==> src/rtl/spi_fifo_pkg.sv <==
package spi_fifo_pkg;

  localparam int unsigned BYTE_W = 8;

  typedef logic [BYTE_W-1:0] byte_t;

  // Threshold N = mode + 1, never above the queue depth.
  function automatic int unsigned mode_threshold(input logic [1:0] mode,
                                                 input int unsigned depth);
    int unsigned n;
    n = int'(mode) + 1;
    return (n > depth) ? depth : n;
  endfunction

endpackage

==> src/rtl/sfi_byte_fifo.sv <==
module sfi_byte_fifo #(
  parameter int unsigned DW    = 8,
  parameter int unsigned DEPTH = 4,
  localparam int unsigned AW   = (DEPTH > 1) ? $clog2(DEPTH) : 1,
  localparam int unsigned CW   = $clog2(DEPTH + 1)
) (
  input  logic          clk,
  input  logic          rst,
  input  logic          flush,
  input  logic          push,
  input  logic [DW-1:0] push_data,
  input  logic          pop,
  input  logic          overwrite_en,
  output logic [DW-1:0] head,
  output logic [CW-1:0] count
);

  localparam logic [CW-1:0] FULL_CNT = CW'(DEPTH);
  localparam logic [AW-1:0] LAST_PTR = AW'(DEPTH - 1);

  logic [DW-1:0] mem [DEPTH];
  logic [AW-1:0] wr_ptr, rd_ptr;
  logic          full, nonempty, do_pop, do_push, adv_rd;

  function automatic logic [AW-1:0] ptr_inc(input logic [AW-1:0] p);
    return (p == LAST_PTR) ? '0 : p + AW'(1);
  endfunction

  always_comb begin
    full     = (count == FULL_CNT);
    nonempty = (count != '0);
    do_pop   = pop && nonempty && !flush;
    do_push  = push && !flush && (!full || do_pop || overwrite_en);
    // A push into a full queue with no pop evicts the oldest entry.
    adv_rd   = do_pop || (do_push && full);
  end

  // Storage without reset so it can map onto RAM.
  always_ff @(posedge clk) begin
    if (do_push && !rst) mem[wr_ptr] <= push_data;
  end

  always_ff @(posedge clk) begin
    if (rst || flush) begin
      wr_ptr <= '0;
      rd_ptr <= '0;
      count  <= '0;
    end else begin
      if (do_push) wr_ptr <= ptr_inc(wr_ptr);
      if (adv_rd)  rd_ptr <= ptr_inc(rd_ptr);
      count <= count + CW'(do_push) - CW'(adv_rd);
    end
  end

  assign head = mem[rd_ptr];

  a_r2_level_bound: assert property (@(posedge clk) disable iff (rst)
    count <= FULL_CNT);

  a_r4_flush_clears: assert property (@(posedge clk) disable iff (rst)
    flush |=> (count == '0));

  a_r2_push_pop_hold: assert property (@(posedge clk) disable iff (rst)
    (do_push && do_pop) |=> $stable(count));

endmodule

==> src/rtl/sfi_irq_gen.sv <==
module sfi_irq_gen
  import spi_fifo_pkg::*;
#(
  parameter int unsigned DEPTH = 4,
  parameter int unsigned SENT_W = 3,
  localparam int unsigned CW = $clog2(DEPTH + 1)
) (
  input  logic          clk,
  input  logic          rst,
  input  logic [1:0]    irq_mode,
  input  logic          xfer_mode,
  input  logic          tx_flush,
  input  logic          rx_flush,
  input  logic          byte_done,
  input  logic          tx_ack,
  input  logic [CW-1:0] rx_count,
  output logic          tx_irq,
  output logic          rx_irq
);

  localparam logic [SENT_W-1:0] SENT_MAX = '1;

  logic [SENT_W-1:0] sent;
  int unsigned       thr;
  logic              tx_hit, rx_hit;

  always_comb begin
    thr    = mode_threshold(irq_mode, DEPTH);
    tx_hit = xfer_mode && !tx_flush && !rx_flush && (int'(sent) >= thr);
    rx_hit = !xfer_mode && !rx_flush && (int'(rx_count) >= thr);
  end

  always_ff @(posedge clk) begin
    if (rst) begin
      sent <= '0;
    end else if (tx_ack) begin
      sent <= SENT_W'(byte_done);
    end else if (byte_done && sent != SENT_MAX) begin
      sent <= sent + SENT_W'(1);
    end
  end

  always_ff @(posedge clk) begin
    if (rst) begin
      tx_irq <= 1'b0;
      rx_irq <= 1'b0;
    end else begin
      tx_irq <= tx_hit;
      rx_irq <= rx_hit;
    end
  end

  a_r11_one_request: assert property (@(posedge clk) disable iff (rst)
    !(tx_irq && rx_irq));

  a_r5_flush_mutes: assert property (@(posedge clk) disable iff (rst)
    rx_flush |=> (!tx_irq && !rx_irq));

  a_r10_ack_restart: assert property (@(posedge clk) disable iff (rst)
    (tx_ack && !byte_done) |=> ##1 !tx_irq);

endmodule

==> src/rtl/spi_fifo_irq_ctrl.sv <==
module spi_fifo_irq_ctrl
  import spi_fifo_pkg::*;
#(
  parameter int unsigned DEPTH  = 4,
  parameter int unsigned SENT_W = 3,
  localparam int unsigned CW    = $clog2(DEPTH + 1)
) (
  input  logic          clk,
  input  logic          rst,
  input  logic [1:0]    irq_mode,
  input  logic          tx_flush,
  input  logic          rx_flush,
  input  logic          rx_overwrite,
  input  logic          xfer_mode,
  input  logic          tx_wr_en,
  input  logic [7:0]    tx_wr_data,
  input  logic          rx_rd_en,
  output logic [7:0]    rx_rd_data,
  input  logic          tx_ack,
  input  logic          ovf_clr,
  input  logic          eng_tx_pop,
  output logic [7:0]    eng_tx_data,
  output logic          eng_tx_valid,
  input  logic          eng_rx_push,
  input  logic [7:0]    eng_rx_data,
  input  logic          eng_byte_done,
  output logic [CW-1:0] tx_level,
  output logic [CW-1:0] rx_level,
  output logic          ovf_flag,
  output logic          tx_irq,
  output logic          rx_irq
);

  localparam logic [CW-1:0] FULL_CNT = CW'(DEPTH);

  logic rx_full, rx_ovf;

  sfi_byte_fifo #(.DW(BYTE_W), .DEPTH(DEPTH)) u_tx_fifo (
    .clk         (clk),
    .rst         (rst),
    .flush       (tx_flush),
    .push        (tx_wr_en),
    .push_data   (tx_wr_data),
    .pop         (eng_tx_pop),
    .overwrite_en(1'b0),
    .head        (eng_tx_data),
    .count       (tx_level)
  );

  sfi_byte_fifo #(.DW(BYTE_W), .DEPTH(DEPTH)) u_rx_fifo (
    .clk         (clk),
    .rst         (rst),
    .flush       (rx_flush),
    .push        (eng_rx_push),
    .push_data   (eng_rx_data),
    .pop         (rx_rd_en),
    .overwrite_en(rx_overwrite),
    .head        (rx_rd_data),
    .count       (rx_level)
  );

  assign eng_tx_valid = (tx_level != '0);

  always_comb begin
    rx_full = (rx_level == FULL_CNT);
    rx_ovf  = eng_rx_push && !rx_flush && rx_full && !rx_rd_en;
  end

  always_ff @(posedge clk) begin
    if (rst)          ovf_flag <= 1'b0;
    else if (rx_ovf)  ovf_flag <= 1'b1;
    else if (ovf_clr) ovf_flag <= 1'b0;
  end

  sfi_irq_gen #(.DEPTH(DEPTH), .SENT_W(SENT_W)) u_irq (
    .clk      (clk),
    .rst      (rst),
    .irq_mode (irq_mode),
    .xfer_mode(xfer_mode),
    .tx_flush (tx_flush),
    .rx_flush (rx_flush),
    .byte_done(eng_byte_done),
    .tx_ack   (tx_ack),
    .rx_count (rx_level),
    .tx_irq   (tx_irq),
    .rx_irq   (rx_irq)
  );

  a_r8_ovf_sticky: assert property (@(posedge clk) disable iff (rst)
    (ovf_flag && !ovf_clr) |=> ovf_flag);

  a_r6_keep_full: assert property (@(posedge clk) disable iff (rst)
    (rx_full && eng_rx_push && !rx_overwrite && !rx_rd_en && !rx_flush)
      |=> (rx_level == FULL_CNT) && $stable(rx_rd_data));

  a_r4_tx_flush_empty: assert property (@(posedge clk) disable iff (rst)
    tx_flush |=> !eng_tx_valid);

endmodule

==> config.mk <==
export PLATFORM = sky130hd
export DESIGN_NAME = spi_fifo_irq_ctrl
export DESIGN_NICKNAME = d
export VERILOG_FILES = /design/src/rtl/spi_fifo_pkg.sv /design/src/rtl/sfi_byte_fifo.sv /design/src/rtl/sfi_irq_gen.sv /design/src/rtl/spi_fifo_irq_ctrl.sv
export SDC_FILE = /design/constraint.sdc
export NUM_CORES = 1
export LEC_CHECK = 0
export BUFFER_PORTS_ARGS = -buffer_cell sky130_fd_sc_hd__clkbuf_2
export CAP_MARGIN = 20
export CORE_MARGIN = 4
export CORE_UTILIZATION = 30
export DETAILED_ROUTE_END_ITERATION = 10
export PLACE_DENSITY = 0.54
export RECOVER_POWER = 50
export SYNTH_ARGS = -nofsm -noshare
export SYNTH_HDL_FRONTEND = slang
export SYNTH_HIERARCHICAL = 1
export SYNTH_SLANG_ARGS = --single-unit
==> constraint.sdc <==
create_clock -name clk -period 2.7 [get_ports clk]
set_clock_uncertainty 0.2 [all_clocks]
set_input_delay 0 -clock clk [delete_from_list [all_inputs] [get_ports clk]]
set_output_delay 0 -clock clk [all_outputs]
set_load 0.02 [all_outputs]
# Yosys cells after proc, flatten, opt, wreduce, memory -nomap -nowiden
# Memories as Yosys holds them, arrays and structs flattened. A register that Yosys moved wholly into a read port is not among the register bits.
# Cells that the tools add are included.
dict set report word_totals {
  ff_bits 20
  latchBits 0
  ramBits 64
  mem_bits_ro 0
  input_bits 31
  word_cells 89
  memories 2
}
dict set report classes {
  add_sub_neg 10
  n_mul 0
  div_mod_pow 0
  magnitude_cmp 3
  n_eq_ne 7
  shifts 0
  muxes 17
  bitwise 0
  n_reduce_logical 39
}
# memory words word_bits read_ports rd_clocked_by_memory_dff wr line_no
set mem_list {}
lappend mem_list {u_rx_fifo.mem 4 8 1 1 1 sfi_byte_fifo.sv:21} ;# logic [DW-1:0] mem [DEPTH];
lappend mem_list {u_tx_fifo.mem 4 8 1 1 1 sfi_byte_fifo.sv:21}
# op count
set op_table {}
lappend op_table {{$ge 3x32->1} 2}
lappend op_table {{$gt 32x3->1 const B} 1}
lappend op_table {{$mux 32} 1}
lappend op_table {{$logic_and 1x1->1} 20}
lappend op_table {{$mux 2} 8}
lappend op_table {{$add 2x1->2 const B} 4}
lappend op_table {{$eq 2x2->1 const B} 4}
lappend op_table {{$mux 1} 8}
lappend op_table {{$logic_not 1->1} 7}
lappend op_table {{$logic_or 1x1->1} 7}
lappend op_table {{$add 3x1->3} 2}
lappend op_table {{$eq 3x3->1 const B} 2}
lappend op_table {{$reduce_bool 3->1} 2}
lappend op_table {{$sub 3x1->3} 2}
lappend op_table {{$reduce_bool 2->1} 2}
lappend op_table {{$add 2x1->3 const B} 1}
lappend op_table {{$add 3x1->3 const B} 1}
lappend op_table {{$ne 3x3->1 const B} 1}
lappend op_table {{$reduce_or 2->1} 1}

# Longest topological paths before layout
dict set report depth {
  depth_word 10
  depth_mapped 11
  mapped_depth_nobuf 11
}

# Hierarchy
# Netlist, hierarchy kept.
# module n_inst cells_per_inst area_each_um2
set by_module_without_submodules {}
lappend by_module_without_submodules {{sfi_byte_fifo (u_rx_fifo)} 1 99 1700.4}
lappend by_module_without_submodules {{sfi_byte_fifo (u_tx_fifo)} 1 97 1659.1}
lappend by_module_without_submodules {sfi_irq_gen 1 37 355.3}
lappend by_module_without_submodules {spi_fifo_irq_ctrl 1 6 66.3}

# Least setup slack after synthesis
# No wires, ideal clock.
dict set report synth_path {
  path_kind {flip-flop to flip-flop}
  startpoint {register u_rx_fifo.count[2]}
  endpoint {register u_rx_fifo.count[2]}
  arrival_ps 2607
  setup_slack_ps -222
  stages_incl_launch_ff 12
  n_path_buf 0
  period_less_slack_ps 2922
  path_cell_list {dfxtp_1 or3b_4 o32a_4 inv_1 ha_1 inv_1 ha_1 inv_1 fa_1 xnor2_1 xnor2_1 and2_1}
}
dict set report synth_between {
  elab_chain_len 9
  word_cells_on_any_way 12
}
# item line_no
set synth_lines {}
lappend synth_lines {{from (decl)} sfi_byte_fifo.sv:15} ;# output logic [CW-1:0] count
lappend synth_lines {{from (signal assigned)} sfi_byte_fifo.sv:51} ;# count <= count + CW'(do_push) - CW'(adv_rd);
lappend synth_lines {{parallel branches: the longest is 8 deep, another holds $add 3x1->3} n/a}
lappend synth_lines {{$sub 3x1->3 (*)} sfi_byte_fifo.sv:51}
# Mark *: on every way between the ends.
# A chain may end at the register's enable or synchronous reset.

# Final worst setup path
# Ends and elaborated chain as after synthesis.

==> flow_metrics.tcl <==
set metrics [dict create \
    mappedNetlistNets 295 \
    yosys-top-cells-count "64 x sky130_fd_sc_hd__edfxtp_1, 24 x sky130_fd_sc_hd__dfxtp_1, 23 x sky130_fd_sc_hd__ha_1" \
    worst_hold_path.endpoint "u_irq/tx_irq$_SDFF_PP0_" \
    final.setup.worst_slack_ns 0.05335 \
    max_freq_mhz 377.8 \
    timing.hold.ws_ns 0.04459 \
    postSynth.asyncResetShare 0 \
    cp.required_ns 2.73 \
    power_mw 2.996 \
    cp_top_family "adder cells" \
    drt_drc_violations_left 0 \
    cts_buffer_depth 2 \
    worstReg2RegStart "u_rx_fifo/count[2]$_SDFF_PP0_" \
    path_cells "or3b_4, buf_6, o311ai_4, ha_4, inv_2, ha_4, inv_2, fa_2, xnor2_2, xnor2_1, and2_1" \
    p_clk_frac 0.441 \
    run_status "finished, final reports clean" \
    clock-root-buffer "sky130_fd_sc_hd__clkbuf_16" \
    power.ir.vdd_worst_uv 246.6 \
    cpMaxStageDelayCell "sky130_fd_sc_hd__or3b_4" \
    max-cap-violations 0 \
    setup_viol_count_final 0 \
    finalCriticalPeriod_ns 2.647 \
    cts_num_sinks 88 \
    synth_most_common_cell "sky130_fd_sc_hd__edfxtp_1" \
    swShare 0.2064 \
    final_hold_violating_endpoints 0 \
    h-tree-depth 3 \
    intPower_mw 2.377 \
    largest_net_degree_at_the_start_of_global_routing 18 \
    holdPathStages 6 \
    worst-path-stages 11 \
    global_route.overflow_total 0 \
    tritoncts_buffer_count 9 \
    postSynthAreaPerCell_um2 15.82 \
    worst_slew_pin_slew_ns 0.8212 \
    drt-vias-per-instance 4.369 \
    synth-seq-cells 88 \
    final_util 0.4118 \
    dr_wl_met3_um 313 \
    power.share.sequential 0.491 \
    clock_tree_from_tritoncts "built" \
    wl_met2_um 3336 \
    crit_type "reg2reg" \
    slew_headroom 0.4505 \
    part_of_the_total_power_dissipated_in_combinational_logic 0.068 \
    report.final.slew_viol_count 0 \
    place_ws_ns 0.04046 \
    die_height_um 120.3 \
    period_share 0.9802 \
    drt_first_iter_violations 181 \
    crit_start "u_rx_fifo/count[2]$_SDFF_PP0_" \
    timing.reg2reg.worst_path_depth 11 \
    synth.lib_cells_used.distinct 34 \
    post-route-cell-area_um2 5009 \
    synth_largest_type_area_fraction 0.5083 \
    post-dp-hpwl_um 4770 \
    first_global_vias 2294 \
    clk_pin_slew_worst_paths_ns 0.06 \
    reg2reg_setup_slack_ns 0.05 \
    die_width_um 120.3 \
    fin_nets 404 \
    postRouteAntennaNets 0 \
    placed_cell_area_um2 4407 \
    number_of_top_level_pins 57 \
    area.growth.synth_to_final_pct 32.46 \
    insertion_delay_ns 0.33 \
    min_from "irq_mode[0]" \
    fillers 1119 \
    crit_path_start_kind "flop" \
    total_global_routing_track_utilization 0.1010 \
    drt-total-wl_um 7058 \
    synth_ff_type "sky130_fd_sc_hd__edfxtp_1" \
    count_of_flip_flops_with_a_built_in_enable_after_synthesis 64 \
    netlist_area_um2 3781 \
    gp_congestion 0.7471 \
    placement.io_buffers 56 \
    path_max_fanout 2 \
    crit_arrival_ns 2.68 \
    netlist_top_cells_area "sky130_fd_sc_hd__edfxtp_1 51%, sky130_fd_sc_hd__dfxtp_1 13%, sky130_fd_sc_hd__mux4_2 9.5%" \
    net_switching_power_mw 0.6184 \
    critical-path-max-stage-delay_ns 0.39 \
    initial_core_util 0.3109 \
    dr.pass1.iters 4 \
    fp.dieArea_um2 14460 \
    netlist_instances 239 \
    timing.hold.worst.class "in2reg" \
    grt_first_pass_wirelength_um 11270 \
    post_drt_wl_per_cell_um 13.55 \
    synth-seq-area-share 0.6353 \
    placeableCoreArea_um2 12160 \
    power.density_nw_per_um2 598.1 \
    worst-path-buf-inv 3 \
    antenna_found_initial 0 \
    diode_count 0 \
    timing.critical_path.to_type "flop" \
    wl_met1_um 3296 \
    rows 40 \
    worstReg2RegEnd "u_rx_fifo/count[2]$_SDFF_PP0_" \
    yosysWarnings 6 \
    synth.largest_area_cell "sky130_fd_sc_hd__edfxtp_1" \
    top_layer_used "met4" \
    fraction_of_layout_instances_using_a_drive_strength_above_1 0.2805 \
    detailroute.via_count 2276 \
    p_leak_nw 1.869 \
]
## what timing repair did
item	4_1_cts	5_1_grt
resized for setup	0	9
hold buffers	28	0
setup endpoints to repair	0	2
endpoints found under the hold margin	88	0
setup buffers	0	1
## final cells by class
type                            count  area, µm²  area share
Inverter                           16      60.06     0.01199
Clock buffer                       10      229.0     0.04572
Sequential cell                    88       2417      0.4826
Tap cell                          168      210.2     0.04197
Clock inverter                      6      90.09     0.01799
Timing Repair Buffer              104      678.2      0.1354
Multi-Input combinational cell    129       1324      0.2643
## cells in the final DEF, fill, tap and decap left out, types with 4 or more instances in the layout
cell type and count:
sky130_fd_sc_hd__clkbuf_1 28, sky130_fd_sc_hd__clkbuf_2 30, sky130_fd_sc_hd__dlygate4sd3_1 28, sky130_fd_sc_hd__edfxtp_1 64, sky130_fd_sc_hd__clkbuf_16 9, sky130_fd_sc_hd__mux4_2 16, sky130_fd_sc_hd__nor2_1 11, sky130_fd_sc_hd__inv_1 13
sky130_fd_sc_hd__dfxtp_1 18, sky130_fd_sc_hd__nand2_1 16, sky130_fd_sc_hd__nor3_1 6, sky130_fd_sc_hd__buf_4 18, sky130_fd_sc_hd__and2_1 4, sky130_fd_sc_hd__nand2b_1 6, sky130_fd_sc_hd__nor3b_1 8, sky130_fd_sc_hd__ha_1 21
sky130_fd_sc_hd__mux2i_1 10
## flip-flops by register name, summed over array words and instances (netlist names), named ones only
signal	count
u_rx_fifo/wr_ptr	2
u_rx_fifo/rd_ptr	2
u_tx_fifo/rd_ptr	2
u_irq/rx_irq	1
u_irq/sent	3
u_tx_fifo/count	3
u_irq/tx_irq	1
u_tx_fifo/wr_ptr	2
u_rx_fifo/count	3
ovf_flag	1
u_rx_fifo/mem	32
u_tx_fifo/mem	32
## routing by layer
layer  up-vias  global-route usage
met5         -                   0
li1       1111                   -
met4         0             0.04674
met2        49              0.1538
met1      1109              0.1377
met3         7             0.02245
## tightest hold or removal path: stages
cell                       delay, ns
sky130_fd_sc_hd__clkbuf_2       0.09
sky130_fd_sc_hd__inv_1          0.10
sky130_fd_sc_hd__ha_1           0.15
sky130_fd_sc_hd__nand2b_1       0.05
sky130_fd_sc_hd__nand3_1        0.09
sky130_fd_sc_hd__a21oi_2        0.05
## cells by family (layout without fill, tap and decap cells)
kind of cell,count (synthesis),in the layout,synth area share
other,1,1,0.0009918
buffers and inverters,22,136,0.02250
AND/OR/NAND/NOR,62,62,0.09133
AO/OA/AOI/OAI,11,11,0.03210
flip-flops,88,88,0.6353
adder cells (fa/ha/maj),25,25,0.08670
multiplexers,26,26,0.1218
XOR/XNOR,4,4,0.009264
## through the flow
stage / instances / TNS (ns)
floorplan: 239 / 0
global placement: 476 / 0
detailed placement: 476 / 0
CTS: 520 / 0
global route: 521 / -0.01321
finish: 521 / 0
## power groups by stage
stage | Combinational [mW] | Sequential (mW) | Clock (mW)
floorplan | 0.0892 | 1.50 | 0
global placement | 0.175 | 1.50 | 0
detailed placement | 0.179 | 1.50 | 0
CTS | 0.208 | 1.47 | 1.36
global route | 0.229 | 1.47 | 1.42
finish | 0.205 | 1.47 | 1.32
## worst max path at each step
stage | to
after floorplan | u_tx_fifo/count[2]$_SDFF_PP0_
final | u_rx_fifo/count[2]$_SDFF_PP0_
after detailed placement | u_rx_fifo/count[2]$_SDFF_PP0_
after global placement | u_rx_fifo/count[2]$_SDFF_PP0_
after CTS | u_rx_fifo/count[2]$_SDFF_PP0_
after global routing | u_rx_fifo/count[2]$_SDFF_PP0_
No activity file was read; power rests on OpenSTA's default activity.
